<file path="src/rtl/cfgcopy_pkg.sv">
// Shared types for the configuration copy engine.
package cfgcopy_pkg;

    // Sequencer states
    typedef enum logic [2:0] {
        ST_IDLE    = 3'd0,
        ST_RD_SIZE = 3'd1,
        ST_RD_PTR  = 3'd2,
        ST_CHECK   = 3'd3,
        ST_COPY    = 3'd4,
        ST_DONE    = 3'd5
    } seq_state_t;

    // Held result code
    typedef enum logic [1:0] {
        STAT_IDLE = 2'b00,
        STAT_OK   = 2'b01,
        STAT_BUSY = 2'b10,
        STAT_FAIL = 2'b11
    } stat_code_t;

endpackage

</file>
<file path="src/rtl/cfgcopy_window.sv">
// cfgcopy_window: combinational bounds decision.
// It takes the latched count and start offset and reports three things:
// whether the pointer is reserved, whether the count is rejected, and the
// truncated copy length.
// Assumes: AW >= CW, and LIMIT <= 2**AW.
module cfgcopy_window #(
    parameter int AW      = 8,
    parameter int MAX_CNT = 40,
    parameter int LIMIT   = 252,
    parameter int CW      = 6
) (
    input  logic [AW-1:0] size_i,
    input  logic [AW-1:0] ptr_i,
    output logic          reserved_o,
    output logic          reject_o,
    output logic [CW-1:0] len_o
);
    logic [AW:0] room;
    logic [AW:0] size_ext;
    logic [AW:0] len_wide;

    // Reserved pointer values: all zeros or all ones
    assign reserved_o = (ptr_i == '0) || (ptr_i == '1);

    // An oversize count is rejected outright
    assign reject_o = ({1'b0, size_i} > (AW+1)'(MAX_CNT));

    // Number of bytes left below the limit offset
    always_comb begin
        size_ext = {1'b0, size_i};
        if ({1'b0, ptr_i} < (AW+1)'(LIMIT))
            room = (AW+1)'(LIMIT) - {1'b0, ptr_i};
        else
            room = '0;
        len_wide = (size_ext > room) ? room : size_ext;
    end

    assign len_o = CW'(len_wide);
endmodule

</file>
<file path="src/rtl/cfgcopy_seq.sv">
// cfgcopy_seq: run sequencer.
// It reads the count byte and then the pointer byte from the image. It then
// acts on the window decision and either issues one configuration write per
// clock or finishes at once.
// Assumes: image read data is valid in the same cycle as the address.
module cfgcopy_seq
    import cfgcopy_pkg::*;
#(
    parameter int           AW       = 8,
    parameter int           DW       = 8,
    parameter int           CW       = 6,
    parameter logic [AW-1:0] SIZE_OFS = 8'hFD,
    parameter logic [AW-1:0] PTR_OFS  = 8'hFE
) (
    input  logic          clk,
    input  logic          rst_n,
    input  logic          start_i,
    input  logic          enable_i,
    input  logic          load_ok_i,
    output logic [AW-1:0] img_addr_o,
    input  logic [DW-1:0] img_rdata_i,
    output logic [AW-1:0] size_o,
    output logic [AW-1:0] ptr_o,
    input  logic          reserved_i,
    input  logic          reject_i,
    input  logic [CW-1:0] len_i,
    output logic          cfg_we_o,
    output logic [CW-1:0] cfg_idx_o,
    output logic [DW-1:0] cfg_data_o,
    output logic          done_o,
    output logic          ok_o,
    output logic          accept_o,
    output logic          finish_o,
    output logic          finish_ok_o
);
    seq_state_t     state_q, state_d;
    logic [AW-1:0]  size_q, ptr_q;
    logic [CW-1:0]  len_q, cnt_q;
    logic           ok_q;
    logic           last_wr;

    assign last_wr = ((cnt_q + 1'b1) == len_q);

    // Next-state and end-of-run decision
    always_comb begin
        state_d     = state_q;
        finish_o    = 1'b0;
        finish_ok_o = 1'b0;
        case (state_q)
            ST_IDLE: begin
                if (start_i) begin
                    if (enable_i && load_ok_i) begin
                        state_d = ST_RD_SIZE;
                    end else begin
                        state_d     = ST_DONE;
                        finish_o    = 1'b1;
                        finish_ok_o = load_ok_i;
                    end
                end
            end
            ST_RD_SIZE: state_d = ST_RD_PTR;
            ST_RD_PTR:  state_d = ST_CHECK;
            ST_CHECK: begin
                if (reserved_i) begin
                    state_d     = ST_DONE;
                    finish_o    = 1'b1;
                    finish_ok_o = 1'b1;
                end else if (reject_i) begin
                    state_d     = ST_DONE;
                    finish_o    = 1'b1;
                    finish_ok_o = 1'b0;
                end else if (len_i == '0) begin
                    state_d     = ST_DONE;
                    finish_o    = 1'b1;
                    finish_ok_o = 1'b1;
                end else begin
                    state_d = ST_COPY;
                end
            end
            ST_COPY: begin
                if (last_wr) begin
                    state_d     = ST_DONE;
                    finish_o    = 1'b1;
                    finish_ok_o = 1'b1;
                end
            end
            ST_DONE: state_d = ST_IDLE;
            default: state_d = ST_IDLE;
        endcase
    end

    // State register
    always_ff @(posedge clk) begin
        if (!rst_n) state_q <= ST_IDLE;
        else        state_q <= state_d;
    end

    // Latch the count and pointer bytes as they are read
    always_ff @(posedge clk) begin
        if (!rst_n) begin
            size_q <= '0;
            ptr_q  <= '0;
        end else begin
            if (state_q == ST_RD_SIZE) size_q <= img_rdata_i;
            if (state_q == ST_RD_PTR)  ptr_q  <= img_rdata_i;
        end
    end

    // Copy length and running write index
    always_ff @(posedge clk) begin
        if (!rst_n) begin
            len_q <= '0;
            cnt_q <= '0;
        end else if (state_q == ST_CHECK) begin
            len_q <= len_i;
            cnt_q <= '0;
        end else if (state_q == ST_COPY && !last_wr) begin
            cnt_q <= cnt_q + 1'b1;
        end
    end

    // Result flag, captured when the run finishes
    always_ff @(posedge clk) begin
        if (!rst_n)        ok_q <= 1'b0;
        else if (finish_o) ok_q <= finish_ok_o;
    end

    // Image address for each phase
    always_comb begin
        case (state_q)
            ST_RD_SIZE: img_addr_o = SIZE_OFS;
            ST_RD_PTR:  img_addr_o = PTR_OFS;
            ST_COPY:    img_addr_o = ptr_q + AW'(cnt_q);
            default:    img_addr_o = '0;
        endcase
    end

    assign size_o     = size_q;
    assign ptr_o      = ptr_q;
    assign cfg_we_o   = (state_q == ST_COPY);
    assign cfg_idx_o  = cnt_q;
    assign cfg_data_o = img_rdata_i;
    assign done_o     = (state_q == ST_DONE);
    assign ok_o       = ok_q;
    assign accept_o   = (state_q == ST_IDLE) && start_i;
endmodule

</file>
<file path="src/rtl/cfgcopy_status.sv">
// cfgcopy_status: held two-bit result code.
// The code is busy from an accepted start and shows the outcome from the end
// of the run. An end in the same cycle as the start takes priority.
module cfgcopy_status
    import cfgcopy_pkg::*;
(
    input  logic       clk,
    input  logic       rst_n,
    input  logic       accept_i,
    input  logic       finish_i,
    input  logic       finish_ok_i,
    output logic [1:0] status_o
);
    stat_code_t stat_q;

    // Track the run phase and its outcome
    always_ff @(posedge clk) begin
        if (!rst_n)        stat_q <= STAT_IDLE;
        else if (finish_i) stat_q <= finish_ok_i ? STAT_OK : STAT_FAIL;
        else if (accept_i) stat_q <= STAT_BUSY;
    end

    assign status_o = stat_q;
endmodule

</file>
<file path="src/rtl/cfgcopy_engine.sv">
// cfgcopy_engine: top level of the guarded configuration copy engine.
// It joins the sequencer, the bounds decision and the result code.
// Assumes: a register-file image read port with zero latency.
module cfgcopy_engine #(
    parameter int AW      = 8,
    parameter int DW      = 8,
    parameter int MAX_CNT = 40,
    parameter int LIMIT   = 252,
    parameter logic [AW-1:0] SIZE_OFS = 8'hFD,
    parameter logic [AW-1:0] PTR_OFS  = 8'hFE,
    localparam int CW     = $clog2(MAX_CNT + 1)
) (
    input  logic          clk,
    input  logic          rst_n,
    input  logic          start_i,
    input  logic          enable_i,
    input  logic          load_ok_i,
    output logic [AW-1:0] img_addr_o,
    input  logic [DW-1:0] img_rdata_i,
    output logic          cfg_we_o,
    output logic [CW-1:0] cfg_idx_o,
    output logic [DW-1:0] cfg_data_o,
    output logic          done_o,
    output logic          ok_o,
    output logic [1:0]    status_o
);
    logic [AW-1:0] size_w, ptr_w;
    logic          reserved_w, reject_w;
    logic [CW-1:0] len_w;
    logic          accept_w, finish_w, finish_ok_w;

    cfgcopy_window #(
        .AW(AW), .MAX_CNT(MAX_CNT), .LIMIT(LIMIT), .CW(CW)
    ) u_window (
        .size_i     (size_w),
        .ptr_i      (ptr_w),
        .reserved_o (reserved_w),
        .reject_o   (reject_w),
        .len_o      (len_w)
    );

    cfgcopy_seq #(
        .AW(AW), .DW(DW), .CW(CW), .SIZE_OFS(SIZE_OFS), .PTR_OFS(PTR_OFS)
    ) u_seq (
        .clk         (clk),
        .rst_n       (rst_n),
        .start_i     (start_i),
        .enable_i    (enable_i),
        .load_ok_i   (load_ok_i),
        .img_addr_o  (img_addr_o),
        .img_rdata_i (img_rdata_i),
        .size_o      (size_w),
        .ptr_o       (ptr_w),
        .reserved_i  (reserved_w),
        .reject_i    (reject_w),
        .len_i       (len_w),
        .cfg_we_o    (cfg_we_o),
        .cfg_idx_o   (cfg_idx_o),
        .cfg_data_o  (cfg_data_o),
        .done_o      (done_o),
        .ok_o        (ok_o),
        .accept_o    (accept_w),
        .finish_o    (finish_w),
        .finish_ok_o (finish_ok_w)
    );

    cfgcopy_status u_status (
        .clk         (clk),
        .rst_n       (rst_n),
        .accept_i    (accept_w),
        .finish_i    (finish_w),
        .finish_ok_i (finish_ok_w),
        .status_o    (status_o)
    );
endmodule

</file>
<file path="config.mk">
export PLATFORM = sky130hd
export DESIGN_NAME = cfgcopy_engine
export DESIGN_NICKNAME = d
export VERILOG_FILES = /design/src/rtl/cfgcopy_pkg.sv /design/src/rtl/cfgcopy_window.sv /design/src/rtl/cfgcopy_seq.sv /design/src/rtl/cfgcopy_status.sv /design/src/rtl/cfgcopy_engine.sv
export SDC_FILE = /design/constraint.sdc
export NUM_CORES = 1
export LEC_CHECK = 0
export ABC_AREA = 0
export BUFFER_PORTS_ARGS = -buffer_cell sky130_fd_sc_hd__clkbuf_2
export CORE_MARGIN = 3
export CORE_UTILIZATION = 45
export CTS_BUF_LIST = sky130_fd_sc_hd__clkbuf_4
export DETAILED_ROUTE_END_ITERATION = 10
export GPL_TIMING_DRIVEN = 1
export PLACE_DENSITY = 0.77
export SETUP_SLACK_MARGIN = 0.5
export SLEW_MARGIN = 20
export SYNTH_ARGS = -nofsm -noshare
export SYNTH_HDL_FRONTEND = slang
export SYNTH_SLANG_ARGS = --single-unit
</file>
<file path="constraint.sdc">
create_clock -name clk -period 3.89 [get_ports clk]
set_input_delay 0.5835 -clock clk [delete_from_list [all_inputs] [get_ports clk]]
set_output_delay 0.5835 -clock clk [all_outputs]
set_load 0.03 [all_outputs]
</file>
# Yosys cells after proc, flatten, opt, wreduce, memory -nomap -nowiden
# Cells that the tools add are included.
[op_classes] add_sub_neg=3 multipliers=0 div_mod_pow=0 magnitude_cmp=3 eq_ne=9 shift=0 muxes=25 bitwise=1 reduce_logical=11
[ops] operator="$pmux W8 S3" count=1
[ops] operator="$mux W3" count=5
[ops] operator="$pmux W3 S5" count=1
[ops] operator="$mux W1" count=11
[ops] operator="$gt A8 B9 Y1" count=1
[ops] operator="$mux W9" count=1
[ops] operator="$sub A8 B8 Y9 const A" count=1
[ops] operator="$add A8 B6 Y8" count=1
[ops] operator="$eq A8 B8 Y1 const B" count=1
[ops] operator="$gt A8 B6 Y1 const B" count=1
[ops] operator="$logic_not A8 Y1" count=1
[ops] operator="$lt A8 B8 Y1 const B" count=1
[ops] operator="$add A6 B1 Y6 const B" count=1
[ops] operator="$eq A3 B2 Y1 const B" count=2
[ops] operator="$eq A3 B3 Y1 const B" count=2
[ops] operator="$eq A6 B6 Y1" count=1
[ops] operator="$logic_not A6 Y1" count=1
[ops] operator="$mux W2" count=3
[ops] operator="$mux W6" count=1
[ops] operator="$pmux W1 S3" count=2
[ops] operator="$eq A3 B1 Y1 const B" count=1
[ops] operator="$logic_and A1 B1 Y1" count=3
[ops] operator="$logic_not A3 Y1" count=1
[ops] operator="$ne A2 B1 Y1 const B" count=1
[ops] operator="other kinds (7)" count=7
[totals] register_bits=34 latch_bits=0 ramBits=0 rom_bits=0 inputBits=13 out_inout_bits=27 wordCells=59 memories=0

# Depth between registers and ports, before layout
[logic_depth] ltp_word=11 mapped_depth=15 mapped_depth_nobuf=14

# Modules after synthesis
# Synthesis repeated with hierarchy kept, for this count alone.
[hier_totals] cells_unflattened=289 area_unflattened_um2=2549.9
[modules_own_cells] module="cfgcopy_seq" n_inst=1 cells_each=212 area_per_inst_um2=1969.4 seq_area_each_um2=640.6
[modules_own_cells] module="cfgcopy_window" n_inst=1 cells_each=71 area_per_inst_um2=513.0 seq_area_each_um2=0.0
[modules_own_cells] module="cfgcopy_status" n_inst=1 cells_each=6 area_per_inst_um2=67.6 seq_area_each_um2=40.0

# Worst setup path after synthesis
# OpenSTA, ideal clock, no wires.
[synth_path] kind="register -> register" startpoint="register u_seq.ptr_q[1], in the netlist u_seq.ptr_o[1]" endpoint="register u_status.stat_q[1], in the netlist u_status.status_o[1]" setup_ps=122 t_arrival_ps=3049 required_ps=3768 slack_ps=720 stages_incl_launch_ff=15 n_path_buf=0 period_less_slack_ps=3170 path_cell_list="dfxtp_1 inv_1 ha_1 and3b_1 nand3_1 nor2_1 a21oi_1 ha_1 nand4_1 nor3_1 o211ai_2 a2111oi_4 a21oi_1 o311a_1 o311a_1"
[synth_between] elab_chain_len=11 word_cells_on_any_way=19 cone_classes="add/sub (1); order compare (2); eq/ne (1); mux (11); reduce/logical (4)"
[synth_rtl] element="from (decl)" line_no="cfgcopy_seq.sv:37" rtl="logic [AW-1:0] size_q, ptr_q;"
[synth_rtl] element="from (signal assigned)" line_no="cfgcopy_seq.sv:105" rtl="if (state_q == ST_RD_PTR) ptr_q <= img_rdata_i;"
[synth_rtl] element="$sub A8 B8 Y9 / $lt A8 B8 Y1 (equally long branches)" line_no="cfgcopy_window.sv:32, cfgcopy_window.sv:31"
[synth_rtl] element="$mux W9" line_no="cfgcopy_window.sv:31" rtl="if ({1'b0, ptr_i} < (AW+1)'(LIMIT))"
[synth_rtl] element="$gt A8 B9 Y1" line_no="cfgcopy_window.sv:35" rtl="len_wide = (size_ext > room) ? room : size_ext;"
[synth_rtl] element="$mux W6" line_no="cfgcopy_window.sv:35"
[synth_rtl] element="$logic_not A6 Y1" line_no="cfgcopy_seq.sv:72" rtl="end else if (len_i == '0) begin"
[synth_rtl] element="$mux W1" line_no="cfgcopy_seq.sv:72"
[synth_rtl] element="$mux W1" line_no="cfgcopy_seq.sv:68" rtl="end else if (reject_i) begin"
[synth_rtl] element="$mux W1" line_no="cfgcopy_seq.sv:64" rtl="if (reserved_i) begin"
[synth_rtl] element="$pmux W1 S3" line_no="cfgcopy_seq.sv:49" rtl="case (state_q)"
[synth_rtl] element="$mux W2 (2 in a row)" line_no="cfgcopy_status.sv:19" rtl="else if (finish_i) stat_q <= finish_ok_i ? STAT_OK : STAT_FAIL;"
[synth_rtl] element="to (signal assigned)" line_no="cfgcopy_status.sv:19"
[synth_rtl] element="to (decl)" line_no="cfgcopy_status.sv:14" rtl="stat_code_t stat_q;"
# Several ways; a longest one is shown, not always the timed one.
# A chain may end at the register's enable or synchronous reset.

# Final worst setup path
# Same ends and word-level chain as after synthesis.

==> flow_metrics.env <==
export IMPL_start_util_pct=46.8
export IMPL_async_flop_share_pct=0
export IMPL_n_antenna_cell=0
export IMPL_powerDensity_nw_per_um2=355
export IMPL_synth_seq_cells=34
export IMPL_area_growth_pct=14.1
export IMPL_status="completed"
export IMPL_grt_pass1_vias=2038
export IMPL_cts_root_buffer="clkbuf_4"
export IMPL_mostFrequentLayoutCell="clkbuf_2"
export IMPL_ys_seq_area_share_pct=28.1
export IMPL_hpwl_um=4490
export IMPL_die_h_um=79.4
export IMPL_drive_gt1_share_pct=22.5
export IMPL_fin_nets=359
export IMPL_dr_pass1_iters=4
export IMPL_maxSlewViolCount=0
export IMPL_syn_inst=294
export IMPL_num_rows=26
export IMPL_crit_fanout=4
export IMPL_yosys_warnings=0
export IMPL_arrival_ps=3440
export IMPL_ys_types=54
export IMPL_cts_buffers=5
export IMPL_crit_buf_inv=2
export IMPL_clk_pin_slew_ps=100
export IMPL_drc=0
export IMPL_worst_slew_pin_slew_ps=694
export IMPL_fillerInstances=486
export IMPL_syn_num_nets=325
export IMPL_grt_max_degree=27
export IMPL_cts_sinks=34
export IMPL_die_x_um=79.4
export IMPL_overflow=0
export IMPL_place_congestion=0.919
export IMPL_dpl_instance_area_um2=2620
export IMPL_fin_worst_skew_ps=10.5
export IMPL_insertion_delay_ps=340
export IMPL_synth_main_ff_cell="dfxtp_1"
export IMPL_crit_chain="inv_1 -> ha_2 -> and3b_2 -> nand3_1 -> nor2_1 -> a21oi_1 -> ha_1 -> buf_4 -> a211oi_2 -> o221ai_2 -> o211ai_2 -> a2111oi_4 -> a2111oi_4 -> o211ai_2 -> o311a_1"
export IMPL_final_cell_mix="clkbuf_2 (39), nor2_1 (38), dfxtp_1 (31)"
export IMPL_min_path_type="flop to flop"
export IMPL_setup_tns_ps=0
export IMPL_endpoint_kind="flop"
export IMPL_holdWs_ps=485
export IMPL_cap_viol_max_count=0
export IMPL_viasPerCell=5.55
export IMPL_cts_hold_fix_buffers=0
export IMPL_synth_edf_count=0
export IMPL_grt_pass1_wl_um=9710
export IMPL_critical_path_class="flop to flop"
export IMPL_power_uw=981
export IMPL_core_um2=5170
export IMPL_cts_tree="yes"
export IMPL_maxSlewHeadroom_pct=53.1
export IMPL_required_ps=4130
export IMPL_leakage_uw=0.00124
export IMPL_slowest_stage="dfxtp_4"
export IMPL_cp_slowest_stage_delay_ps=370
export IMPL_final_area_um2=2760
export IMPL_final_setup_viol_count=0
export IMPL_pin_count=40
export IMPL_startpoint_type="flop"
export IMPL_instances_no_fill=399
export IMPL_htree_num_levels=2
export IMPL_rsz0062_at_grt="no"
export IMPL_synth_top_cell_by_area="dfxtp_1"
export IMPL_cts_max_path_buffers=2
export IMPL_wl_per_cell_um=15.0
export IMPL_dieArea_um2=6300
export IMPL_synth_top_area_share_pct=28.1
export IMPL_io_buffers=39
export IMPL_post_route_period_util_pct=82.4
export IMPL_timing_final_hold_violations=0
export IMPL_track_usage_pct=19.6
export IMPL_antenna_found_initial=0
export IMPL_placed_cells=385
export IMPL_wirelength_um=6000
export IMPL_synth_area_leaders="dfxtp_1 (28%), ha_1 (8.8%), nor2_1 (5.9%)"
export IMPL_min_period_ps=3210
export IMPL_num_vias=2216
export IMPL_ir_drop_mv=0.161
export IMPL_syn_mean_instance_area_um2=8.24
export IMPL_netlist_area_um2=2420
export IMPL_fmax_ghz=0.312
export IMPL_drtIter0Drc=117
export IMPL_crit_family="compound AO/OA/AOI/OAI gates"
export IMPL_ant_nets=0
-- cell type report --
type | count | area [um^2] | area share (%)
clock buffers | 6 | 45.0 | 1.63
clock inverters | 2 | 8.76 | 0.317
inverters | 11 | 41.3 | 1.49
multi-input cells | 227 | 1620 | 58.5
flip-flops and latches | 34 | 689 | 24.9
well taps | 70 | 87.6 | 3.17
repair buffers | 49 | 274 | 9.91
-- flip-flops by register name, summed over array words and instances (netlist names) --
register,cells
u_seq.len_q,6
u_seq.state_q,3
u_seq.ok_o,1
u_status.status_o,2
u_seq.size_o,8
u_seq.ptr_o,8
u_seq.cfg_idx_o,6
-- Yosys cell counts (4+ instances only) --
cell / number
xnor2_1: 11
mux2i_1: 14
nand2b_1: 4
nand4_1: 5
inv_1: 10
a21oi_1: 19
nand2_1: 28
o21ai_0: 13
dfxtp_1: 34
a211oi_1: 4
nor2_1: 38
a21o_1: 5
ha_1: 17
clkbuf_1: 8
xor2_1: 11
buf_4: 8
-- worst paths after layout --
kind	startpoint	to	slack, ps	cells past startpoint
worst min register to register	u_seq.len_q[3]$_SDFFE_PN0P_	u_seq.len_q[3]$_SDFFE_PN0P_	490	2
worst max register to register	u_seq.ptr_o[1]$_SDFFE_PN0P_	u_status.status_o[1]$_SDFFE_PN0P_	680	15
worst max-delay path	u_seq.ptr_o[1]$_SDFFE_PN0P_	u_status.status_o[1]$_SDFFE_PN0P_	680	15
worst min-delay path	u_seq.len_q[3]$_SDFFE_PN0P_	u_seq.len_q[3]$_SDFFE_PN0P_	490	2
-- per-layer routing --
layer	GRT usage (%)	up-vias	wire [um]
met5	0	-	0
met3	4.18	12	314
met1	24.7	1024	2720
met4	6.70	0	133
met2	33.0	68	2830
li1	-	1112	-
-- where the power goes --
| group | leakage [uW] | total (uW) | switching, uW | internal, uW |
|---|---|---|---|---|
| Clock | 0.0000331 | 194 | 120 | 74.8 |
| Sequential | 0.000278 | 420 | 44.3 | 376 |
| Combinational | 0.000930 | 366 | 231 | 136 |
-- timing repair --
action / CTS / global route
setup endpoints to repair: 2 / 6
gates resized for setup: 2 / 11
pin swaps: 0 / 10
buffers inserted: 0 / 6
-- cells by family after synthesis --
| logic type | share of synthesized area (%) |
|---|---|
| adder cells (fa/ha/maj) | 9.61 |
| AND/OR/NAND/NOR | 21.1 |
| flip-flops | 28.1 |
| multiplexers | 5.78 |
| XOR/XNOR | 7.95 |
| buffers and inverters | 6.87 |
| AO/OA/AOI/OAI | 20.6 |
-- worst min-delay path: cells and delay by family (launching register included) --
family           cells  cell delay, ps
AO/OA/AOI/OAI        1              50
flip-flops           1             340
AND/OR/NAND/NOR      1              60
-- through the flow --
step           setup WS [ps]  utilization (%)
6_report                 685             53.4
2_1_floorplan            720                -
3_3_place_gp             518             50.7
4_1_cts                  540             51.7
3_5_place_dp             451             50.7
5_1_grt                  472             53.4
(Power assumes the default switching activity.)
